==> src/rtl/pic_cmd_pkg.sv <==
package pic_cmd_pkg;
  typedef enum logic [1:0] {
    INIT_IDLE = 2'd0,
    INIT_BASE = 2'd1,
    INIT_CASC = 2'd2,
    INIT_MODE = 2'd3
  } init_st_e;

  typedef enum logic [2:0] {
    OP_RAEOI_CLR = 3'd0,
    OP_EOI       = 3'd1,
    OP_NOP       = 3'd2,
    OP_SPEC_EOI  = 3'd3,
    OP_RAEOI_SET = 3'd4,
    OP_ROT_EOI   = 3'd5,
    OP_SET_BASE  = 3'd6,
    OP_ROT_SPEC  = 3'd7
  } op_code_e;

  localparam int BIT_START = 4;
  localparam int BIT_MODE  = 3;
  localparam int BIT_POLL  = 2;
  localparam int BIT_RSEN  = 1;
  localparam int BIT_RSEL  = 0;
  localparam int BIT_SMEN  = 6;
  localparam int BIT_SMV   = 5;
  localparam int BIT_NEED4 = 0;
  localparam int BIT_NEST  = 4;
  localparam int BIT_AEOI  = 1;
endpackage

==> src/rtl/pic_prio_find.sv <==
module pic_prio_find #(
  parameter int NL = 8,
  localparam int LW = $clog2(NL),
  localparam int RW = LW + 1
) (
  input  logic [NL-1:0] vec_i,
  input  logic [LW-1:0] base_i,
  output logic          hit_o,
  output logic [LW-1:0] line_o,
  output logic [RW-1:0] rank_o
);
  logic [LW-1:0] idx;

  always_comb begin
    hit_o  = 1'b0;
    line_o = '0;
    rank_o = RW'(NL);
    idx    = '0;
    for (int k = NL - 1; k >= 0; k--) begin
      idx = base_i + LW'(k);
      if (vec_i[idx]) begin
        hit_o  = 1'b1;
        line_o = idx;
        rank_o = RW'(k);
      end
    end
  end
endmodule

==> src/rtl/pic_init_seq.sv <==
module pic_init_seq
  import pic_cmd_pkg::*;
#(
  parameter int DW = 8,
  parameter int NL = 8
) (
  input  logic          clk_i,
  input  logic          rst_ni,
  input  logic          wr_i,
  input  logic          addr_i,
  input  logic [DW-1:0] wdata_i,
  output logic          start_o,
  output logic          mask_wr_o,
  output logic [DW-1:0] vec_base_o,
  output logic          nested_o,
  output logic          auto_eoi_o
);
  init_st_e st_q;
  logic     need4_q;
  logic     addr1_wr;

  assign start_o   = wr_i && !addr_i && wdata_i[BIT_START];
  assign addr1_wr  = wr_i && addr_i;
  assign mask_wr_o = addr1_wr && (st_q == INIT_IDLE);

  always_ff @(posedge clk_i) begin
    if (!rst_ni) begin
      st_q       <= INIT_IDLE;
      need4_q    <= 1'b0;
      vec_base_o <= '0;
      nested_o   <= 1'b0;
      auto_eoi_o <= 1'b0;
    end else if (start_o) begin
      need4_q <= wdata_i[BIT_NEED4];
      st_q    <= INIT_BASE;
      if (!wdata_i[BIT_NEED4]) begin
        nested_o   <= 1'b0;
        auto_eoi_o <= 1'b0;
      end
    end else if (addr1_wr) begin
      unique case (st_q)
        INIT_BASE: begin
          vec_base_o <= wdata_i & ~DW'(NL - 1);
          st_q       <= INIT_CASC;
        end
        INIT_CASC: st_q <= need4_q ? INIT_MODE : INIT_IDLE;
        INIT_MODE: begin
          nested_o   <= wdata_i[BIT_NEST];
          auto_eoi_o <= wdata_i[BIT_AEOI];
          st_q       <= INIT_IDLE;
        end
        default: ;
      endcase
    end
  end

  AST_START_ENTERS_BASE: assert property (@(posedge clk_i) disable iff (!rst_ni)
    start_o |=> (st_q == INIT_BASE));
  AST_MODE_WORD: assert property (@(posedge clk_i) disable iff (!rst_ni)
    (addr1_wr && !start_o && st_q == INIT_MODE) |=>
      (nested_o == $past(wdata_i[BIT_NEST]) && st_q == INIT_IDLE));
  AST_ADDR0_NO_ADVANCE: assert property (@(posedge clk_i) disable iff (!rst_ni)
    (wr_i && !addr_i && !start_o) |=> $stable(st_q));
endmodule

==> src/rtl/pic_op_exec.sv <==
module pic_op_exec
  import pic_cmd_pkg::*;
#(
  parameter int DW = 8,
  parameter int NL = 8,
  localparam int LW = $clog2(NL)
) (
  input  logic          clk_i,
  input  logic          rst_ni,
  input  logic          wr_i,
  input  logic          addr_i,
  input  logic [DW-1:0] wdata_i,
  input  logic          start_i,
  input  logic          isr_hit_i,
  input  logic [LW-1:0] isr_line_i,
  input  logic          poll_rd_i,
  output logic [NL-1:0] eoi_clr_o,
  output logic [LW-1:0] rot_base_o,
  output logic          rsel_o,
  output logic          special_mask_o,
  output logic          rot_aeoi_o,
  output logic          poll_o
);
  logic          cmd_wr, ocw2, ocw3;
  op_code_e      code;
  logic [LW-1:0] tgt;
  logic [LW-1:0] base_nx;

  assign cmd_wr = wr_i && !addr_i && !wdata_i[BIT_START];
  assign ocw3   = cmd_wr && wdata_i[BIT_MODE];
  assign ocw2   = cmd_wr && !wdata_i[BIT_MODE];
  assign code   = op_code_e'(wdata_i[DW-1:DW-3]);
  assign tgt    = wdata_i[LW-1:0];

  always_comb begin
    eoi_clr_o = '0;
    base_nx   = rot_base_o;
    if (ocw2) begin
      unique case (code)
        OP_EOI: if (isr_hit_i) eoi_clr_o[isr_line_i] = 1'b1;
        OP_ROT_EOI: if (isr_hit_i) begin
          eoi_clr_o[isr_line_i] = 1'b1;
          base_nx = isr_line_i + LW'(1);
        end
        OP_SPEC_EOI: eoi_clr_o[tgt] = 1'b1;
        OP_ROT_SPEC: begin
          eoi_clr_o[tgt] = 1'b1;
          base_nx = tgt + LW'(1);
        end
        OP_SET_BASE: base_nx = tgt + LW'(1);
        default: ;
      endcase
    end
  end

  always_ff @(posedge clk_i) begin
    if (!rst_ni) begin
      rot_base_o     <= '0;
      rsel_o         <= 1'b0;
      special_mask_o <= 1'b0;
      rot_aeoi_o     <= 1'b0;
      poll_o         <= 1'b0;
    end else begin
      if (poll_rd_i) poll_o <= 1'b0;
      if (start_i) begin
        rot_base_o     <= '0;
        rsel_o         <= 1'b0;
        special_mask_o <= 1'b0;
      end else if (ocw2) begin
        rot_base_o <= base_nx;
        if (code == OP_RAEOI_CLR || code == OP_RAEOI_SET)
          rot_aeoi_o <= wdata_i[DW-1];
      end else if (ocw3) begin
        if (wdata_i[BIT_POLL]) poll_o <= 1'b1;
        if (wdata_i[BIT_RSEN]) rsel_o <= wdata_i[BIT_RSEL];
        if (wdata_i[BIT_SMEN]) special_mask_o <= wdata_i[BIT_SMV];
      end
    end
  end

  AST_BASE_IDLE_HOLD: assert property (@(posedge clk_i) disable iff (!rst_ni)
    !wr_i |=> $stable(rot_base_o));
  AST_NOP_NO_EFFECT: assert property (@(posedge clk_i) disable iff (!rst_ni)
    (ocw2 && code == OP_NOP) |=> ($stable(rot_base_o) && $stable(rot_aeoi_o)));
  AST_POLL_EXIT: assert property (@(posedge clk_i) disable iff (!rst_ni)
    (poll_rd_i && !wr_i) |=> !poll_o);
endmodule

==> src/rtl/pic_cmd_decoder.sv <==
module pic_cmd_decoder
  import pic_cmd_pkg::*;
#(
  parameter int DW = 8,
  parameter int NL = 8,
  localparam int LW = $clog2(NL)
) (
  input  logic          clk_i,
  input  logic          rst_ni,
  input  logic          addr_i,
  input  logic          wr_i,
  input  logic          rd_i,
  input  logic [DW-1:0] wdata_i,
  input  logic [NL-1:0] isr_i,
  input  logic [NL-1:0] irr_i,
  input  logic [NL-1:0] lvl_mode_i,
  output logic [DW-1:0] rdata_o,
  output logic [NL-1:0] mask_o,
  output logic [DW-1:0] vec_base_o,
  output logic          nested_o,
  output logic          auto_eoi_o,
  output logic          rot_aeoi_o,
  output logic          special_mask_o,
  output logic [LW-1:0] rot_base_o,
  output logic          init_pulse_o,
  output logic [NL-1:0] irr_clr_o,
  output logic [NL-1:0] isr_clr_o
);
  localparam int RW = LW + 1;

  logic          start, mask_wr, rsel, poll, poll_rd, poll_win;
  logic [NL-1:0] eoi_clr, pend, win_oh;
  logic          i_hit, p_hit;
  logic [LW-1:0] i_line, p_line;
  logic [RW-1:0] i_rank, p_rank;

  assign pend     = irr_i & ~mask_o;
  assign poll_rd  = rd_i && poll;
  assign poll_win = p_hit && (p_rank < i_rank);
  assign win_oh   = (poll_rd && poll_win) ? (NL'(1) << p_line) : '0;

  pic_prio_find #(.NL(NL)) u_isr_find (
    .vec_i(isr_i), .base_i(rot_base_o),
    .hit_o(i_hit), .line_o(i_line), .rank_o(i_rank)
  );

  pic_prio_find #(.NL(NL)) u_req_find (
    .vec_i(pend), .base_i(rot_base_o),
    .hit_o(p_hit), .line_o(p_line), .rank_o(p_rank)
  );

  pic_init_seq #(.DW(DW), .NL(NL)) u_init (
    .clk_i(clk_i), .rst_ni(rst_ni), .wr_i(wr_i), .addr_i(addr_i),
    .wdata_i(wdata_i), .start_o(start), .mask_wr_o(mask_wr),
    .vec_base_o(vec_base_o), .nested_o(nested_o), .auto_eoi_o(auto_eoi_o)
  );

  pic_op_exec #(.DW(DW), .NL(NL)) u_op (
    .clk_i(clk_i), .rst_ni(rst_ni), .wr_i(wr_i), .addr_i(addr_i),
    .wdata_i(wdata_i), .start_i(start), .isr_hit_i(i_hit),
    .isr_line_i(i_line), .poll_rd_i(poll_rd), .eoi_clr_o(eoi_clr),
    .rot_base_o(rot_base_o), .rsel_o(rsel),
    .special_mask_o(special_mask_o), .rot_aeoi_o(rot_aeoi_o),
    .poll_o(poll)
  );

  always_ff @(posedge clk_i) begin
    if (!rst_ni) begin
      mask_o       <= '0;
      rdata_o      <= '0;
      init_pulse_o <= 1'b0;
      irr_clr_o    <= '0;
      isr_clr_o    <= '0;
    end else begin
      if (start)        mask_o <= '0;
      else if (mask_wr) mask_o <= wdata_i[NL-1:0];
      if (rd_i) begin
        if (poll)        rdata_o <= poll_win ? DW'(p_line) : DW'(NL - 1);
        else if (addr_i) rdata_o <= DW'(mask_o);
        else             rdata_o <= rsel ? DW'(isr_i) : DW'(irr_i);
      end
      init_pulse_o <= start;
      irr_clr_o    <= start ? ~lvl_mode_i : win_oh;
      isr_clr_o    <= eoi_clr | win_oh;
    end
  end

  AST_ISR_CLR_ONEHOT: assert property (@(posedge clk_i) disable iff (!rst_ni)
    $onehot0(isr_clr_o));
  AST_INIT_CLEARS: assert property (@(posedge clk_i) disable iff (!rst_ni)
    start |=> (mask_o == '0 && rot_base_o == '0 && !special_mask_o && init_pulse_o));
  AST_EOI_EMPTY: assert property (@(posedge clk_i) disable iff (!rst_ni)
    (wr_i && !addr_i && wdata_i[DW-1:3] == 5'b00100 && isr_i == '0 && !rd_i)
      |=> (isr_clr_o == '0));
  AST_MASK_HOLD: assert property (@(posedge clk_i) disable iff (!rst_ni)
    !wr_i |=> $stable(mask_o));
  AST_VEC_ALIGNED: assert property (@(posedge clk_i) disable iff (!rst_ni)
    vec_base_o[LW-1:0] == '0);
endmodule

==> config.mk <==
export PLATFORM = sky130hd
export DESIGN_NAME = pic_cmd_decoder
export DESIGN_NICKNAME = d
export VERILOG_FILES = /design/src/rtl/pic_cmd_pkg.sv /design/src/rtl/pic_prio_find.sv /design/src/rtl/pic_init_seq.sv /design/src/rtl/pic_op_exec.sv /design/src/rtl/pic_cmd_decoder.sv
export SDC_FILE = /design/constraint.sdc
export NUM_CORES = 1
export LEC_CHECK = 0
export BUFFER_PORTS_ARGS = -buffer_cell sky130_fd_sc_hd__buf_4
export CORE_ASPECT_RATIO = 0.5
export CORE_UTILIZATION = 57
export CTS_CLUSTER_SIZE = 20
export DETAILED_ROUTE_END_ITERATION = 10
export HOLD_SLACK_MARGIN = 0.1
export PLACE_DENSITY = 0.83
export SYNTH_ARGS = -nofsm -noshare
export SYNTH_HDL_FRONTEND = slang
export SYNTH_HIERARCHICAL = 1
export SYNTH_SLANG_ARGS = --single-unit
==> constraint.sdc <==
create_clock -name clk_i -period 4.1 [get_ports clk_i]
set_input_delay 0.41 -clock clk_i [delete_from_list [all_inputs] [get_ports clk_i]]
set_output_delay 0.41 -clock clk_i [all_outputs]
set_load 0.05 [all_outputs]
# Word-level counts from Yosys, hierarchy flattened
# Index checks and enable logic that the tools add are counted.
# totals
regBits	50
inputBits	37
output_inout_bits	48
elab_cells	203
# op_classes
n_addsub	9
order_cmp	13
eq_ne	11
n_shift	1
n_mux	111
bitwise	7
n_reduce_logical	35
# op_table
op	count
2-to-1 mux 4 bit	16
2-to-1 mux 8 bit	7
2-to-1 mux 3 bit	18
binary-select mux 1 bit (select 3 bit)	16
2-to-1 mux 1 bit	48
< comparator 3 x 4 -> 1 bit (second input constant)	10
AND reduction 3 bit	6
NOT 8 bit	2
one-hot mux 8 bit (2 select lines)	1
adder 3 bit (second input constant)	4
== test 3 bit (second input constant)	4
logical AND 1 bit	12
adder 3 x 1 -> 3 bit (second input constant)	3
AND 8 bit	1
bitwise OR 8 bit	1
OR reduction 2 bit	4
<< shifter 1 x 3 -> 8 bit (first input constant)	1
adder 3 x 2 -> 3 bit (second input constant)	2
demux 1 bit (select 3 bit)	2
greater-or-equal comparator 3 x 1 -> 1 bit (second input constant)	2
one-hot mux 2 bit (3 select lines)	1
one-hot mux 3 bit (2 select lines)	1
nonzero test 2 bit	3
== test 2 bit (second input constant)	2
other kinds (14)	20

# Logic depth before layout (Yosys ltp)
# Gate-level depths: netlist of run 1.
# depth
ltp_word	19
depth_mapped	17
depth_no_buf	14

# Cells and area by module
# Netlist of run 1, hierarchy kept.
# modules_own_cells
mod	n_inst	cells_per_inst	area_each_um2	seq_area_each_um2
pic_prio_find	2	106	933.4	0.0
pic_cmd_decoder	1	167	1551.5	660.6
pic_op_exec	1	74	574.3	140.1
pic_init_seq	1	58	541.8	200.2

# Worst setup path after synthesis of run 1
# No wires, ideal clock.
# synth_path
path_kind	flip-flop to flip-flop
startpoint	register u_op.rot_base_o[1]
endpoint	register irr_clr_o[7]
setup_time_ns	0.075
arrival_time_ns	4.077
required_time_ns	4.025
setup_slack_ns	-0.052
path_stages_with_launch	18
n_path_buf	4
synth_period_minus_slack_ns	4.152
path_cell_list	dfxtp_1 > buf_4 > buf_2 > inv_1 > ha_1 > buf_6 > mux4_2 > a2111oi_4 > a31oi_2 > a21oi_1 > o311a_1 > inv_1 > ha_1 > o211ai_2 > o2111ai_2 > buf_6 > or3_4 > o22ai_2
# synth_between
elab_chain_len	16
elab_cells_between_ends	77
cone_classes	add/sub (7); order compare (1); shift (1); mux (66); reduce/logical (2)
# synth_rtl
element	line	source
start: declaration	pic_op_exec.sv:18	output logic [LW-1:0] rot_base_o,
start signal: assignment	pic_op_exec.sv:70	rot_base_o <= base_nx;
adder 3 bit	pic_prio_find.sv:20	idx = base_i + LW'(k);
binary-select mux 1 bit (select 3 bit)	pic_prio_find.sv:21	if (vec_i[idx]) begin
2-to-1 mux 1 bit (implied by the code)	pic_prio_find.sv:21	
2-to-1 mux 4 bit (7 in a row)	pic_prio_find.sv:21	
2-to-1 mux 4 bit *	pic_prio_find.sv:21	
net i_rank[1]	pic_cmd_decoder.sv:35	logic [RW-1:0] i_rank, p_rank;
< comparator 4 bit *	pic_cmd_decoder.sv:39	assign poll_win = p_hit && (p_rank < i_rank);
logical AND 1 bit *	pic_cmd_decoder.sv:39	
logical AND 1 bit *	pic_cmd_decoder.sv:40	assign win_oh = (poll_rd && poll_win) ? (NL'(1) << p_line) : '0;
2-to-1 mux 8 bit *	pic_cmd_decoder.sv:40	
2-to-1 mux 8 bit *	pic_cmd_decoder.sv:83	irr_clr_o <= start ? ~lvl_mode_i : win_oh;
end signal: assignment	pic_cmd_decoder.sv:83	
end: declaration	pic_cmd_decoder.sv:26	output logic [NL-1:0] irr_clr_o,
# Mark *: on every way through the listed nets, which the timed path passes. The rest lies on a longest branch. The select of a mux whose other input is x is not followed.
# A chain may end at the register's enable or synchronous reset.

# Worst setup path after layout of run 1
# layout_path
startpoint	register u_op.rot_base_o[0]
endpoint	register irr_clr_o[2]
# The elaborated chain is that of the path after synthesis.

==> impl_metrics.yaml, run 1 <==
sta:
  relSlewSlack_pct: 50.4
  rsz0062_at_grt: "no"
  period_share_pct: 93.8
  fin_worst_skew_ps: 6.93
  slew_viol_final: 0
  final.setup.tns_ps: 0
  worst_pin_slew_ps: 744
  period_minus_slack_ps: 3850
  finalHoldViolations: 0
  max_freq_mhz: 260
  setup_violations: 0
clocking:
  cts_tree: "done"
  clock_path_buffers: 2
  hold_buffers: 0
  post_cts_buffers: 0
  cts_resized: 0
  cts.sinks: 50
  h-tree-depth: 2
  cts_root_buf: "clkbuf_16"
  insertion_delay_ps: 290
  numCtsBuffers: 5
  path_clk_slew_ps: 70
cells_and_area:
  diodes: 0
  drive_above_1_share_pct: 24.8
  area_growth_pct: 18.0
  final_area_um2: 5350
  final_nets: 634
  multi_input_area_um2: 3280
  regArea_um2: 1000
  final_cell_mix: "buf_4 (90), dfxtp_1 (49), nand2_1 (47)"
  layout_commonest_cell: "buf_4"
  nFillCells: 586
job:
  max_cap_violations: 0
placed_design:
  dpl-instance-area_um2: 5180
  finalWeightedCongestion: 0.902
  io_buffers: 81
  dp_hpwl_mm: 9.07
yosys:
  synth.area.top_cells: "dfxtp_1 (22%), mux2i_1 (9.9%), mux4_1 (7.0%)"
  synthesis.instances: 511
  synth_edf_count: 0
  async_flop_share_pct: 0
  netlist_area_um2: 4530
  synth_cell_types: 70
  yosysWarnings: 6
  yosysSeqAreaShare_pct: 22.1
  yosysTopAreaCell: "dfxtp_1"
  synth.top_cell.area_share_pct: 22.1
  avgSynthCellArea_um2: 8.87
  ys.flop_type: "dfxtp_1"
  ys_ff_latch: 50
critical_path:
  path_cells: "buf_4 -> mux4_2 -> and2_4 -> a2111oi_4 -> a31oi_2 -> a21oi_1 -> o311a_1 -> inv_1 -> ha_1 -> o211ai_2 -> o2111ai_4 -> or3_1 -> o22ai_1"
  slowest_stage: "mux4_2"
  crit_path_end_kind: "register"
  crit_arrival_ps: 4060
  crit_fanout: 23
  max_stage_delay_ps: 630
  critPathRequiredTime_ps: 4320
  crit_type: "reg2reg"
  start_kind: "register"
floorplan:
  dieHeight_um: 65.1
  dieArea_um2: 8340
  pin_count: 85
  die_w_um: 128
  core_area_um2: 7510
  rows: 22
  initial_core_util_pct: 60.3
min_path:
  hold_path.class: "in2reg"
detailed_routing:
  vias: 4316
  drt-vias-per-instance: 6.23
  antenna_left: 0
  drc_errors: 0
  dr.pass1.iters: 5
  drtIter0Drc: 378
  avgRoutedWirePerCell_um: 17.5
  routed_wl_mm: 12.1
grt:
  antenna_found_initial: 0
  grt_pass1_wl_mm: 19.7
  grt_use_total_pct: 29.8
  grt-ovfl-total: 0
  grt_pass1_vias: 4006
  grt_max_degree: 40
power:
  ir_drop_mv: 0.259
  leakage_nw: 2.12
  power_density_nw_per_um2: 247
run_status:
  status: "finished, final reports clean"
sequential cells by signal, summed over array words and instances (netlist names):
register,cells
irr_clr_o,8
isr_clr_o,8
u_op/poll_o,1
u_op/special_mask_o,1
u_init/auto_eoi_o,1
u_op/rot_base_o,3
u_op/rot_aeoi_o,1
u_init/need4_q,1
mask_o,8
u_init/nested_o,1
rdata_o,8
u_init/vec_base_o,5
u_op/rsel_o,1
u_init/st_q,2
init_pulse_o,1
cell usage after synthesis, types with 11 or more instances:
master	n
o21ai_0	32
o21a_1	11
a21oi_1	36
inv_1	22
nand2b_1	13
nor2_1	32
nand2_1	47
ha_1	13
nor2b_1	38
dfxtp_1	50
mux2i_1	45
mux4_1	12
layout make-up:
cell class	instances	share of cell area (%)
tap	108	2.53
clock inverter	3	0.538
sequential	50	18.7
timing repair buffer	91	13.0
clock buffer	5	2.34
multi-input combinational	414	61.3
inverter	22	1.54
path summary, 6_finish.rpt:
check / start / to / slack (ps) / depth (start not counted)
worst min register to register: u_op/special_mask_o / u_op/special_mask_o / 470 / 2
worst max-delay path: u_op/rot_base_o[0] / irr_clr_o[2] / 250 / 13
worst max register to register: u_op/rot_base_o[0] / irr_clr_o[2] / 250 / 13
worst min-delay path: lvl_mode_i[6] / irr_clr_o[6] / 290 / 2
where the power goes:
part	internal (mW)	total, mW	switching [mW]	leakage, nW
Combinational	0.152	0.392	0.241	1.64
Sequential	0.499	0.510	0.0113	0.406
Clock	0.233	0.422	0.189	0.0759
Total	0.883	1.32	0.441	2.12
cells by family after synthesis:
group                    share of synthesized area [%]
adder cells (fa/ha/maj)                           3.59
other                                           0.0827
AO/OA/AOI/OAI                                     21.6
AND/OR/NAND/NOR                                   20.6
buffers and inverters                             6.15
XOR/XNOR                                          1.35
multiplexers                                      24.6
flip-flops                                        22.1
worst max-delay path, delay by kind of cell (launching register included):
family                   cells  cell delay (ps)
AO/OA/AOI/OAI                7             1340
AND/OR/NAND/NOR              2              650
multiplexers                 1              630
flip-flops                   1              440
buffers and inverters        2              400
adder cells (fa/ha/maj)      1              300
metal layers:
| metal | GRT usage (%) | vias up | part of all wire, % |
|---|---|---|---|
| met2 | 50.2 | 212 | 47 |
| met1 | 39.1 | 2045 | 44 |
| met3 | 5.04 | 18 | 8.2 |
| li1 | - | 2041 | - |
| met4 | 9.85 | 0 | 1.6 |
| met5 | 0 | - | 0 |
through the flow:
stage | setup WS, ps | util, % | cells | hold WS [ps] | power [mW]
finish | 254 | 71.2 | 693 | 294 | 1.32
global route | 10.1 | 71.2 | 693 | 285 | 1.38
CTS | 184 | 70.9 | 693 | 287 | 1.32
detailed placement | 224 | 68.9 | 685 | 457 | 0.901
global placement | 318 | 68.9 | 685 | 455 | 0.894
floorplan | 62.9 | - | 513 | 433 | 0.784
Power figures use the tool's default switching activity.
==> run 2, diff against run 1 <==
==> constraint.sdc (replaced) <==
create_clock -name clk_i -period 4.1 [get_ports clk_i]
set_input_delay 0.205 -clock clk_i [delete_from_list [all_inputs] [get_ports clk_i]]
set_output_delay 0.205 -clock clk_i [all_outputs]
set_load 0.05 [all_outputs]
==> run 2 against run 1 <==
  * Hold slack lost 190 ps
  * Via count is 0.21% lower
  * Final cell count is 0.14% lower
  * Sequential share of layout area down 0.078 points
  * Clock power is 15% higher
  * Critical path depth is 1 higher
  * Critical endpoint is now irr_clr_o[6]
  * Largest cell class unchanged
  * Highest routed layer unchanged
==> impl_metrics.yaml, run 2 (synthesized netlist as in run 1, its figures left out) <==
power:
  ir_drop_mv: 0.197
  pwr-share-clk_pct: 35.0
  p_seq_share_pct: 36.7
  power_density_nw_per_um2: 259
  switching_share_pct: 31.1
  leakage_nw: 2.13
  p_switching_mw: 0.433
  combPwrFrac_pct: 28.3
  internal_power_mw: 0.958
critical_path:
  reg2reg_depth: 14
  crit_type: "reg2reg"
  crit_fanout: 11
  regToRegSetupSlack_ps: 260
  crit_path_end_kind: "register"
  r2r-start: "u_op/rot_base_o[0]"
  startpoint: "u_op/rot_base_o[0]"
  worstReg2RegEnd: "irr_clr_o[6]"
  start_kind: "register"
  critPathRequiredTime_ps: 4310
  crit_arrival_ps: 4050
detailed_routing:
  routed_wl_mm: 12.1
  vias: 4307
  drc_errors: 0
  avgRoutedWirePerCell_um: 17.4
  dr.pass1.iters: 5
  drt-vias-per-instance: 6.22
  antenna_left: 0
  drtIter0Drc: 403
sta:
  rsz0062_at_grt: "no"
  holdWs_ps: 106
  final.setup.tns_ps: 0
  worst_pin_slew_ps: 694
  relSlewSlack_pct: 53.1
  period_share_pct: 93.8
  finalHoldViolations: 0
  setup_violations: 0
  slew_viol_final: 0
  max_freq_mhz: 260
  fin_worst_skew_ps: 8.98
  period_minus_slack_ps: 3840
clocking:
  cts.sinks: 50
  cts_tree: "done"
  cts_root_buf: "clkbuf_16"
  post_cts_buffers: 0
  clock_path_buffers: 2
  numCtsBuffers: 5
  h-tree-depth: 2
  insertion_delay_ps: 290
  path_clk_slew_ps: 70
floorplan:
  initial_core_util_pct: 60.3
  dieArea_um2: 8340
  core_area_um2: 7510
  pin_count: 85
  die_w_um: 128
  dieHeight_um: 65.1
  rows: 22
placed_design:
  finalWeightedCongestion: 0.917
  io_buffers: 81
  dpl-instance-area_um2: 5160
  dp_hpwl_mm: 8.92
  dp.cells: 683
cells_and_area:
  diodes: 0
  nFillCells: 570
  final_cell_mix: "buf_4 (87), dfxtp_1 (49), nand2_1 (47)"
  area_growth_pct: 18.5
  final_area_um2: 5370
  final_nets: 633
  stdcell_count: 692
  drive_above_1_share_pct: 24.3
  layout_commonest_cell: "buf_4"
grt:
  grt_pass1_vias: 4020
  grt_use_total_pct: 29.1
  grt-ovfl-total: 0
  antenna_found_initial: 0
  grt_pass1_wl_mm: 19.4
  grt_max_degree: 40
min_path:
  holdPathStages: 2
  min_from: "lvl_mode_i[6]"
  hold_path.class: "in2reg"
  hold_end: "irr_clr_o[6]"
job:
  max_cap_violations: 0
run_status:
  status: "finished, final reports clean"
## run 2: layout make-up
cell class | instances | area [µm²] | share of cell area, %
multi-input combinational | 414 | 3280 | 61.1
tap | 108 | 135 | 2.51
clock inverter | 2 | 38.8 | 0.722
sequential | 50 | 1000 | 18.6
inverter | 22 | 82.6 | 1.54
clock buffer | 6 | 139 | 2.58
timing repair buffer | 90 | 694 | 12.9
## run 2: power groups by stage
stage | clock network, mW | logic, mW | registers, mW
3_5_place_dp | 0 | 0.378 | 0.521
4_1_cts | 0.488 | 0.382 | 0.510
6_report | 0.486 | 0.394 | 0.511
3_3_place_gp | 0 | 0.372 | 0.521
5_1_grt | 0.512 | 0.422 | 0.512
2_1_floorplan | 0 | 0.226 | 0.558
## run 2: critical path, cell delays in order (launching register included)
cell and delay (ps):
dfxtp_1 420, inv_1 150, ha_2 420, mux4_2 390, and2_4 200, a2111oi_4 340, a31oi_2 120, a21oi_1 150
o311a_1 160, inv_1 40, ha_1 240, nor3b_4 250, o2111ai_4 260, or3_1 460, o22ai_1 160
## run 2: timing repair
item / in CTS / in global routing
endpoints found under the setup margin: 0 / 8
resized for setup: 0 / 4
endpoints found under the hold margin: 1 / 0
hold buffers: 1 / 0
## run 2: worst max-delay path by stage
stage / slack (ps) / to
after global routing: 2 / irr_clr_o[6]
final: 260 / irr_clr_o[6]
after global placement: 330 / irr_clr_o[6]
after detailed placement: 220 / irr_clr_o[6]
after CTS: 200 / irr_clr_o[6]
after floorplan: 60 / irr_clr_o[7]
## run 2: routing by layer
layer / track usage, % / wire length [µm] / vias up
li1: - / - / 2033
met1: 39.9 / 5500 / 2065
met2: 48.2 / 5610 / 191
met3: 4.21 / 796 / 18
met4: 7.65 / 161 / 0
met5: 0 / 0 / -
## run 2: per-stage QoR
stage               utilization, %  total power [mW]  worst slack (ps)
global route                  71.5              1.45              2.43
global placement              68.7             0.893               326
floorplan                        -             0.784              62.9
detailed placement            68.7             0.899               224
CTS                           71.2              1.38               202
finish                        71.5              1.39               256
